--- src/rtl/sc_regbank_pkg.sv ---
package sc_regbank_pkg;

    // word offsets inside the window (byte address bits [13:2])
    localparam int OFFW = 12;
    localparam logic [OFFW-1:0] OFF_CTRL_SET = 12'h000;
    localparam logic [OFFW-1:0] OFF_CTRL_CLR = 12'h001;
    localparam logic [OFFW-1:0] OFF_CTRL_RD  = 12'h002;
    localparam logic [OFFW-1:0] OFF_MODE     = 12'h004;
    localparam logic [OFFW-1:0] OFF_DATA     = 12'h005;
    localparam logic [OFFW-1:0] OFF_STAT_RD  = 12'h008;
    localparam logic [OFFW-1:0] OFF_STAT_CLR = 12'h009;
    localparam logic [OFFW-1:0] OFF_MASK_SET = 12'h00C;
    localparam logic [OFFW-1:0] OFF_MASK_CLR = 12'h00D;
    localparam logic [OFFW-1:0] OFF_MASK_RD  = 12'h00E;

    typedef enum logic [3:0] {
        ID_NONE,
        ID_CTRL_SET,
        ID_CTRL_CLR,
        ID_CTRL_RD,
        ID_MODE,
        ID_DATA,
        ID_STAT_RD,
        ID_STAT_CLR,
        ID_MASK_SET,
        ID_MASK_CLR,
        ID_MASK_RD
    } reg_id_e;

endpackage

--- src/rtl/sc_addr_dec.sv ---
module sc_addr_dec
    import sc_regbank_pkg::*;
#(
    parameter logic [31:0] BASE = 32'hFFFE_0000
) (
    input  logic [31:2] addr_w,
    output logic        in_win,
    output reg_id_e     reg_id
);
    localparam int TAGW = 32 - 14;
    localparam logic [TAGW-1:0] WIN_TAG = BASE[31:14];

    logic [OFFW-1:0] off;

    always_comb begin
        off    = addr_w[13:2];
        in_win = (addr_w[31:14] == WIN_TAG);
        reg_id = ID_NONE;
        if (in_win) begin
            unique case (off)
                OFF_CTRL_SET: reg_id = ID_CTRL_SET;
                OFF_CTRL_CLR: reg_id = ID_CTRL_CLR;
                OFF_CTRL_RD:  reg_id = ID_CTRL_RD;
                OFF_MODE:     reg_id = ID_MODE;
                OFF_DATA:     reg_id = ID_DATA;
                OFF_STAT_RD:  reg_id = ID_STAT_RD;
                OFF_STAT_CLR: reg_id = ID_STAT_CLR;
                OFF_MASK_SET: reg_id = ID_MASK_SET;
                OFF_MASK_CLR: reg_id = ID_MASK_CLR;
                OFF_MASK_RD:  reg_id = ID_MASK_RD;
                default:      reg_id = ID_NONE;
            endcase
        end
    end
endmodule

--- src/rtl/sc_bitreg.sv ---
module sc_bitreg #(
    parameter int W = 32
) (
    input  logic         clk,
    input  logic         rst_n,
    input  logic         set_en,
    input  logic         clr_en,
    input  logic [W-1:0] wdata,
    input  logic [W-1:0] hw_set,
    output logic [W-1:0] q
);
    typedef struct packed {
        logic [W-1:0] bits;
    } bit_st_t;

    bit_st_t st_d, st_q;

    // clear first, then software set, then hardware set: setting wins
    always_comb begin
        st_d = st_q;
        if (clr_en) st_d.bits = st_d.bits & ~wdata;
        if (set_en) st_d.bits = st_d.bits | wdata;
        st_d.bits = st_d.bits | hw_set;
    end

    always_ff @(posedge clk or negedge rst_n) begin
        if (!rst_n) st_q <= '0;
        else        st_q <= st_d;
    end

    assign q = st_q.bits;
endmodule

--- src/rtl/sc_regbank.sv ---
module sc_regbank
    import sc_regbank_pkg::*;
#(
    parameter int          DW   = 32,
    parameter logic [31:0] BASE = 32'hFFFE_0000
) (
    input  logic          clk,
    input  logic          rst_n,
    input  logic          bus_sel,
    input  logic          bus_wr,
    input  logic [31:0]   bus_addr,
    input  logic [DW-1:0] bus_wdata,
    output logic [DW-1:0] bus_rdata,
    input  logic [DW-1:0] evt_i,
    output logic          irq_o
);
    typedef struct packed {
        logic [DW-1:0] mode;
        logic [DW-1:0] data;
    } plain_t;

    plain_t  pl_d, pl_q;
    reg_id_e reg_id;
    logic    in_win;
    logic    wr_en;
    logic    addr_lsb_unused;

    logic [DW-1:0] ctrl_q, stat_q, mask_q, mode_q, data_q;
    logic [DW-1:0] zero_vec;

    assign zero_vec        = '0;
    assign addr_lsb_unused = ^bus_addr[1:0];
    assign wr_en           = bus_sel & bus_wr;

    sc_addr_dec #(.BASE(BASE)) u_dec (
        .addr_w (bus_addr[31:2]),
        .in_win (in_win),
        .reg_id (reg_id)
    );

    sc_bitreg #(.W(DW)) u_ctrl (
        .clk    (clk),
        .rst_n  (rst_n),
        .set_en (wr_en && reg_id == ID_CTRL_SET),
        .clr_en (wr_en && reg_id == ID_CTRL_CLR),
        .wdata  (bus_wdata),
        .hw_set (zero_vec),
        .q      (ctrl_q)
    );

    sc_bitreg #(.W(DW)) u_mask (
        .clk    (clk),
        .rst_n  (rst_n),
        .set_en (wr_en && reg_id == ID_MASK_SET),
        .clr_en (wr_en && reg_id == ID_MASK_CLR),
        .wdata  (bus_wdata),
        .hw_set (zero_vec),
        .q      (mask_q)
    );

    sc_bitreg #(.W(DW)) u_stat (
        .clk    (clk),
        .rst_n  (rst_n),
        .set_en (1'b0),
        .clr_en (wr_en && reg_id == ID_STAT_CLR),
        .wdata  (bus_wdata),
        .hw_set (evt_i),
        .q      (stat_q)
    );

    always_comb begin
        pl_d = pl_q;
        if (wr_en && reg_id == ID_MODE) pl_d.mode = bus_wdata;
        if (wr_en && reg_id == ID_DATA) pl_d.data = bus_wdata;
    end

    always_ff @(posedge clk or negedge rst_n) begin
        if (!rst_n) pl_q <= '0;
        else        pl_q <= pl_d;
    end

    assign mode_q = pl_q.mode;
    assign data_q = pl_q.data;

    always_comb begin
        bus_rdata = '0;
        if (bus_sel && !bus_wr) begin
            unique case (reg_id)
                ID_CTRL_RD: bus_rdata = ctrl_q;
                ID_MODE:    bus_rdata = mode_q;
                ID_DATA:    bus_rdata = data_q;
                ID_STAT_RD: bus_rdata = stat_q;
                ID_MASK_RD: bus_rdata = mask_q;
                default:    bus_rdata = '0;
            endcase
        end
    end

    assign irq_o = |(stat_q & mask_q);
endmodule

--- config.mk ---
export PLATFORM = sky130hd
export DESIGN_NAME = sc_regbank
export DESIGN_NICKNAME = d
export VERILOG_FILES = /design/src/rtl/sc_regbank_pkg.sv /design/src/rtl/sc_addr_dec.sv /design/src/rtl/sc_bitreg.sv /design/src/rtl/sc_regbank.sv
export SDC_FILE = /design/constraint.sdc
export NUM_CORES = 1
export LEC_CHECK = 0
export ABC_CLOCK_PERIOD_IN_PS = 4460
export BUFFER_PORTS_ARGS = -buffer_cell sky130_fd_sc_hd__buf_4
export CAP_MARGIN = 20
export CORE_UTILIZATION = 57
export DETAILED_ROUTE_END_ITERATION = 12
export GPL_TIMING_DRIVEN = 1
export PLACE_DENSITY = 0.89
export SYNTH_ARGS = -nofsm -noshare
export SYNTH_HDL_FRONTEND = slang
export SYNTH_SLANG_ARGS = --single-unit
export TNS_END_PERCENT = 10
--- constraint.sdc ---
create_clock -name clk -period 4.46 [get_ports clk]
set_input_delay 0.892 -clock clk [delete_from_list [all_inputs] [get_ports clk]]
set_output_delay 0.892 -clock clk [all_outputs]
set_load 0.01 [all_outputs]
Word level (Yosys, flattened, before mapping) --
Memory sizes are Yosys's and may differ from the RTL's. Cells that the tools add are included.
Word-level totals: memories 1, input bits 100, output and inout bits 33, logic and storage cells 46, bits in read-only memories 64, flip-flop bits (word level) 160
Memory list:
- (no name shown) | depth 16, width 4, rd ports 1, clocked after Yosys merged registers in 0, write ports 0, line sc_addr_dec.sv:20 | unique case (off)
Operators by class: equal/unequal tests 11, multiplexer cells 9, reductions and logical operators 11, bitwise gates (word level) 9
Operator list (number):
- 2-to-1 mux 32 bit | 6
- one-hot mux 32 bit (5 select lines) | 1
- AND 32 bit | 4
- OR 32 bit | 3
- inverter 32 bit | 1
- OR reduction 32 bit | 1
- equality test 18 bit (second input constant) | 1
- equality test 4 x 3 -> 1 bit (second input constant) | 4
- equality test 4 bit (second input constant) | 3
- equality test 4 x 2 -> 1 bit (second input constant) | 2
- logical AND 1 bit | 8
- zero test 8 bit | 1
- 2-to-1 mux 4 bit | 2
- equality test 4 x 1 -> 1 bit (second input constant) | 1
- AND 1 bit | 1
- zero test 1 bit | 1

Logic depth before layout (Yosys ltp) --
word-level depth 8, depth in mapped cells 9, gate-level depth less buffers 7

Cells and area by module --
Synthesis repeated with hierarchy kept, for this count alone.
Unflattened totals: cells, all modules 663, area total of the unflattened synthesis 7948.9 um^2
By module, submodules not included:
- sc_bitreg | cells an instance 102, area each 1290.0 um^2, sequential area each 800.8 um^2, times used 3
- sc_regbank | cells an instance 329, area each 3857.4 um^2, sequential area each 1601.5 um^2, times used 1
- sc_addr_dec | cells an instance 28, area each 221.5 um^2, sequential area each 0.0 um^2, times used 1

Worst setup path after synthesis --
Ideal clock, no wire load.
path type input port to output port, start in bus_addr[15], end out bus_rdata[19], stages 5, slack 0.667 ns, data required time 3.568 ns, buffers on the path 0, data arrival time 2.901 ns, path through or4b_1 -> or3_1 -> nor4b_1 -> a22oi_1 -> a21oi_1
On the way: word-level cells in the longest chain between the ends 5, elaborated cells on any way between the ends 9, classes of those cells 6 x eq/ne; 3 x mux
Ends and longest elaborated chain:
- start: declaration | line sc_regbank.sv:11 | input logic [31:0] bus_addr,
- equality test 18 bit (*) | line sc_addr_dec.sv:17 | in_win = (addr_w[31:14] == WIN_TAG);
- 2-to-1 mux 4 bit (*) | line sc_addr_dec.sv:19 | if (in_win) begin
- equality test 4 bit, or another cell as far along | line sc_regbank.sv:88 | unique case (reg_id)
- one-hot mux 32 bit (5 select lines) (*) | line sc_regbank.sv:88
- 2-to-1 mux 32 bit (*) | line sc_regbank.sv:87 | if (bus_sel && !bus_wr) begin
- end: declaration | line sc_regbank.sv:13 | output logic [DW-1:0] bus_rdata,
Every way passes the cells marked *; elsewhere a longest branch is shown, timed or not.

Worst setup path in the final report --
start in bus_addr[3], end out bus_rdata[15]
On the way: word-level cells in the longest chain between the ends 6, elaborated cells on any way between the ends 10, classes of those cells 5 x eq/ne; 4 x mux; 1 x memory
Ends and longest elaborated chain (line):
- memory read (16 x 4 bit) (*)
- 2-to-1 mux 4 bit (*) | sc_addr_dec.sv:20
- 2-to-1 mux 4 bit (*) | sc_addr_dec.sv:19
- equality test 4 bit, or another cell as far along | sc_regbank.sv:88
- one-hot mux 32 bit (5 select lines) (*) | sc_regbank.sv:88
- 2-to-1 mux 32 bit (*) | sc_regbank.sv:87
Marks and branches as above.

==> run summary <==
Worst slew pin tran = 0.6893 ns
Vias after detailed routing = 7041
Total track usage = 33.97%
Power Density = 327.7 nW/µm²
Worst path bufs/invs = 5
WL per Instance = 23.60 µm
CTS resizes = 0
Cell repeated most along the worst path = buf_4
HP Class = primary input to asynchronous set/reset pin
Yosys reg bits = 160
Fin worst setup slack = 0.2545 ns
Area leader, netlist = dfrtp_1
Total negative slack = 0 ns
DIE HEIGHT = 120.7 µm
Max Cap Violations = 0
Starting Density = 59.44%
RSZ-0062 raised after global routing = false
Max Fclk = 237.8 MHz
Placer Congestion = 0.8407
WL final = 24030 µm
Clock root cell = clkbuf_16
Clock Path Buffers = 2
R2r setup slk = 3.61 ns
Number of global-route vias before repair = 7152
Synth Net Count = 812
DP HPWL = 14910 µm
CP peak stage delay = 0.58 ns
Initial antenna violation count = 0
Yosys top cell area share = 49.88%
IO buf count = 130
Clock sinks = 160
Reg2Reg Depth = 1
IO Pins = 133
Post-route ant nets = 0
DRC Markers = 0
Worst EP required = 3.57 ns
Final hold vios = 0
Crit path cell chain = buf_4 -> inv_1 -> ha_1 -> or4_1 -> o2111ai_4 -> nor2b_2 -> buf_8 -> buf_4 -> a222oi_1 -> a21oi_1 -> buf_4
Clock skew = 0 ns
Area grow syn2layout = 23.92%
Setup repair bufs after CTS = 0
Crit share post-route = 94.29%
Die W = 120.7 µm
Status = complete, no violations
Ys flop type = dfrtp_1
Largest net degree at the start of global routing = 114
Synth cell count leaders = dfrtp_1, mux2_2, nand3_1, a21o_1
Diode count = 0
Vias/cell = 6.917
Slowest-stage cell, CP = or4_1
Slew headroom = 54.04%
P_leak = 4.495 nW
Cts hold-fix bufs = 0
Final Setup Violations = 0
Overflow after GRT = 0
CTS Buf Count = 17
TritonCTS clock tree = yes
H-tree Lvls = 4
Crit path DAT = 3.31 ns
Total power = 3.260 mW
Crit Path Max Fanout = 14
Yosys Warn Count = 0
Dpl ws = 0.1510 ns
Worst VDD drop = 0.2831 mV
DRT iter0 DRCs = 874
Delay-heaviest family, CP = simple AND/OR/NAND/NOR gates
Top-count cell post-synth = dfrtp_1
CP Capture Type = output port
Die area = 14560 µm²
Clk_lat worst skew = 0.42 ns
Critical Path Start Type = primary input
Critical path class = primary input to output port
Slew Limit Fails = 0
First drt pass iteration count = 8
Post-synth design cell area = 8028 µm²
Avg Cell Area, Syn = 11.34 µm²
Share of cells above drive strength 1 = 39.31%
Number of library cell types mapped by synthesis = 42
Largest cells by area after synthesis = dfrtp_1, mux2_2, a21o_1
Post-synth ARST share = 100.0%
Cells after synthesis = 708
Worst-path clk slew = 0.06 ns
Tmin final = 4.206 ns
Num rows = 42
Seq/Total Area, Yosys = 49.88%
Number of synthesized flops with an enable pin = 0
First-pass GRT wire length = 37550 µm
Core Box Area = 13510 µm²
Final #Nets = 934
area by class of cell:
cell class / instances / area [µm²]
clock buffers: 20 / 456.7
fillers: 808 / 3557
repair buffers: 158 / 1230
inverters: 34 / 127.6
well taps: 176 / 220.2
multi-input cells: 459 / 3724
clock inverters: 11 / 186.4
flip-flops and latches: 160 / 4004
power by group:
part / leakage [nW] / internal, mW / switching [mW]
Sequential: 1.90 / 1.45 / 0.0000000226
Clock: 0.316 / 1.02 / 0.569
Combinational: 2.28 / 0.104 / 0.119
cells in the final DEF (no fill, tap or decap), types with 2 or more instances in the layout:
| cell type | count |
|---|---|
| dfrtp_1 | 160 |
| a22o_1 | 2 |
| nand4_1 | 5 |
| clkbuf_8 | 2 |
| nor4_1 | 4 |
| clkbuf_16 | 17 |
| or4_1 | 3 |
| a21o_1 | 64 |
| a41oi_1 | 32 |
| a222oi_1 | 26 |
| nor2_2 | 3 |
| inv_1 | 34 |
| a22oi_1 | 24 |
| ha_1 | 4 |
| nor3_1 | 2 |
| nor2_1 | 4 |
| nand3_1 | 67 |
| buf_4 | 154 |
| clkinv_2 | 4 |
| mux2_2 | 128 |
| nand2_1 | 33 |
| nand2b_1 | 2 |
| a221oi_1 | 2 |
| bufinv_16 | 5 |
| a21oi_1 | 32 |
metal layers:
layer / vias up / track usage (%) / share of wire [%]
met4: 0 / 18.36 / 4.5
met1: 3484 / 42.44 / 37
met2: 513 / 54.67 / 48
met5: - / 0 / 0
met3: 103 / 8.019 / 10
li1: 2941 / - / -
how the worst max path moves through the flow:
stage                          endpoint  slack [ns]  depth (start not counted)          from
after floorplan           bus_rdata[19]        0.67                          5  bus_addr[15]
after global placement    bus_rdata[13]        0.21                         10   bus_addr[3]
after detailed placement  bus_rdata[17]        0.15                         10   bus_addr[3]
after CTS                 bus_rdata[17]        0.09                         10   bus_addr[3]
after global routing      bus_rdata[27]        0.13                         11   bus_addr[3]
final                     bus_rdata[15]        0.25                         11   bus_addr[3]
kinds of logic (layout without fill, tap and decap cells):
| logic type | count (synthesis) | after routing | share of synthesized area (%) |
|---|---|---|---|
| AO/OA/AOI/OAI | 191 | 191 | 18.33 |
| flip-flops | 160 | 160 | 49.88 |
| AND/OR/NAND/NOR | 135 | 135 | 8.619 |
| multiplexers | 128 | 128 | 17.96 |
| buffers and inverters | 89 | 223 | 4.489 |
| adder cells (fa/ha/maj) | 4 | 4 | 0.6235 |
| XOR/XNOR | 1 | 1 | 0.1091 |
through the flow:
step	std cells	cell area (µm²)	utilization [%]	hold WS, ns
after CTS	1016	9906	73.35	0.5013
after global placement	985	9263	68.58	0.4811
final	1018	9948	73.66	0.3022
after global routing	1018	9948	73.66	0.3030
after detailed placement	985	9263	68.58	0.4875
after floorplan	708	8028	-	0.4674
No activity file was read; power rests on OpenSTA's default activity.
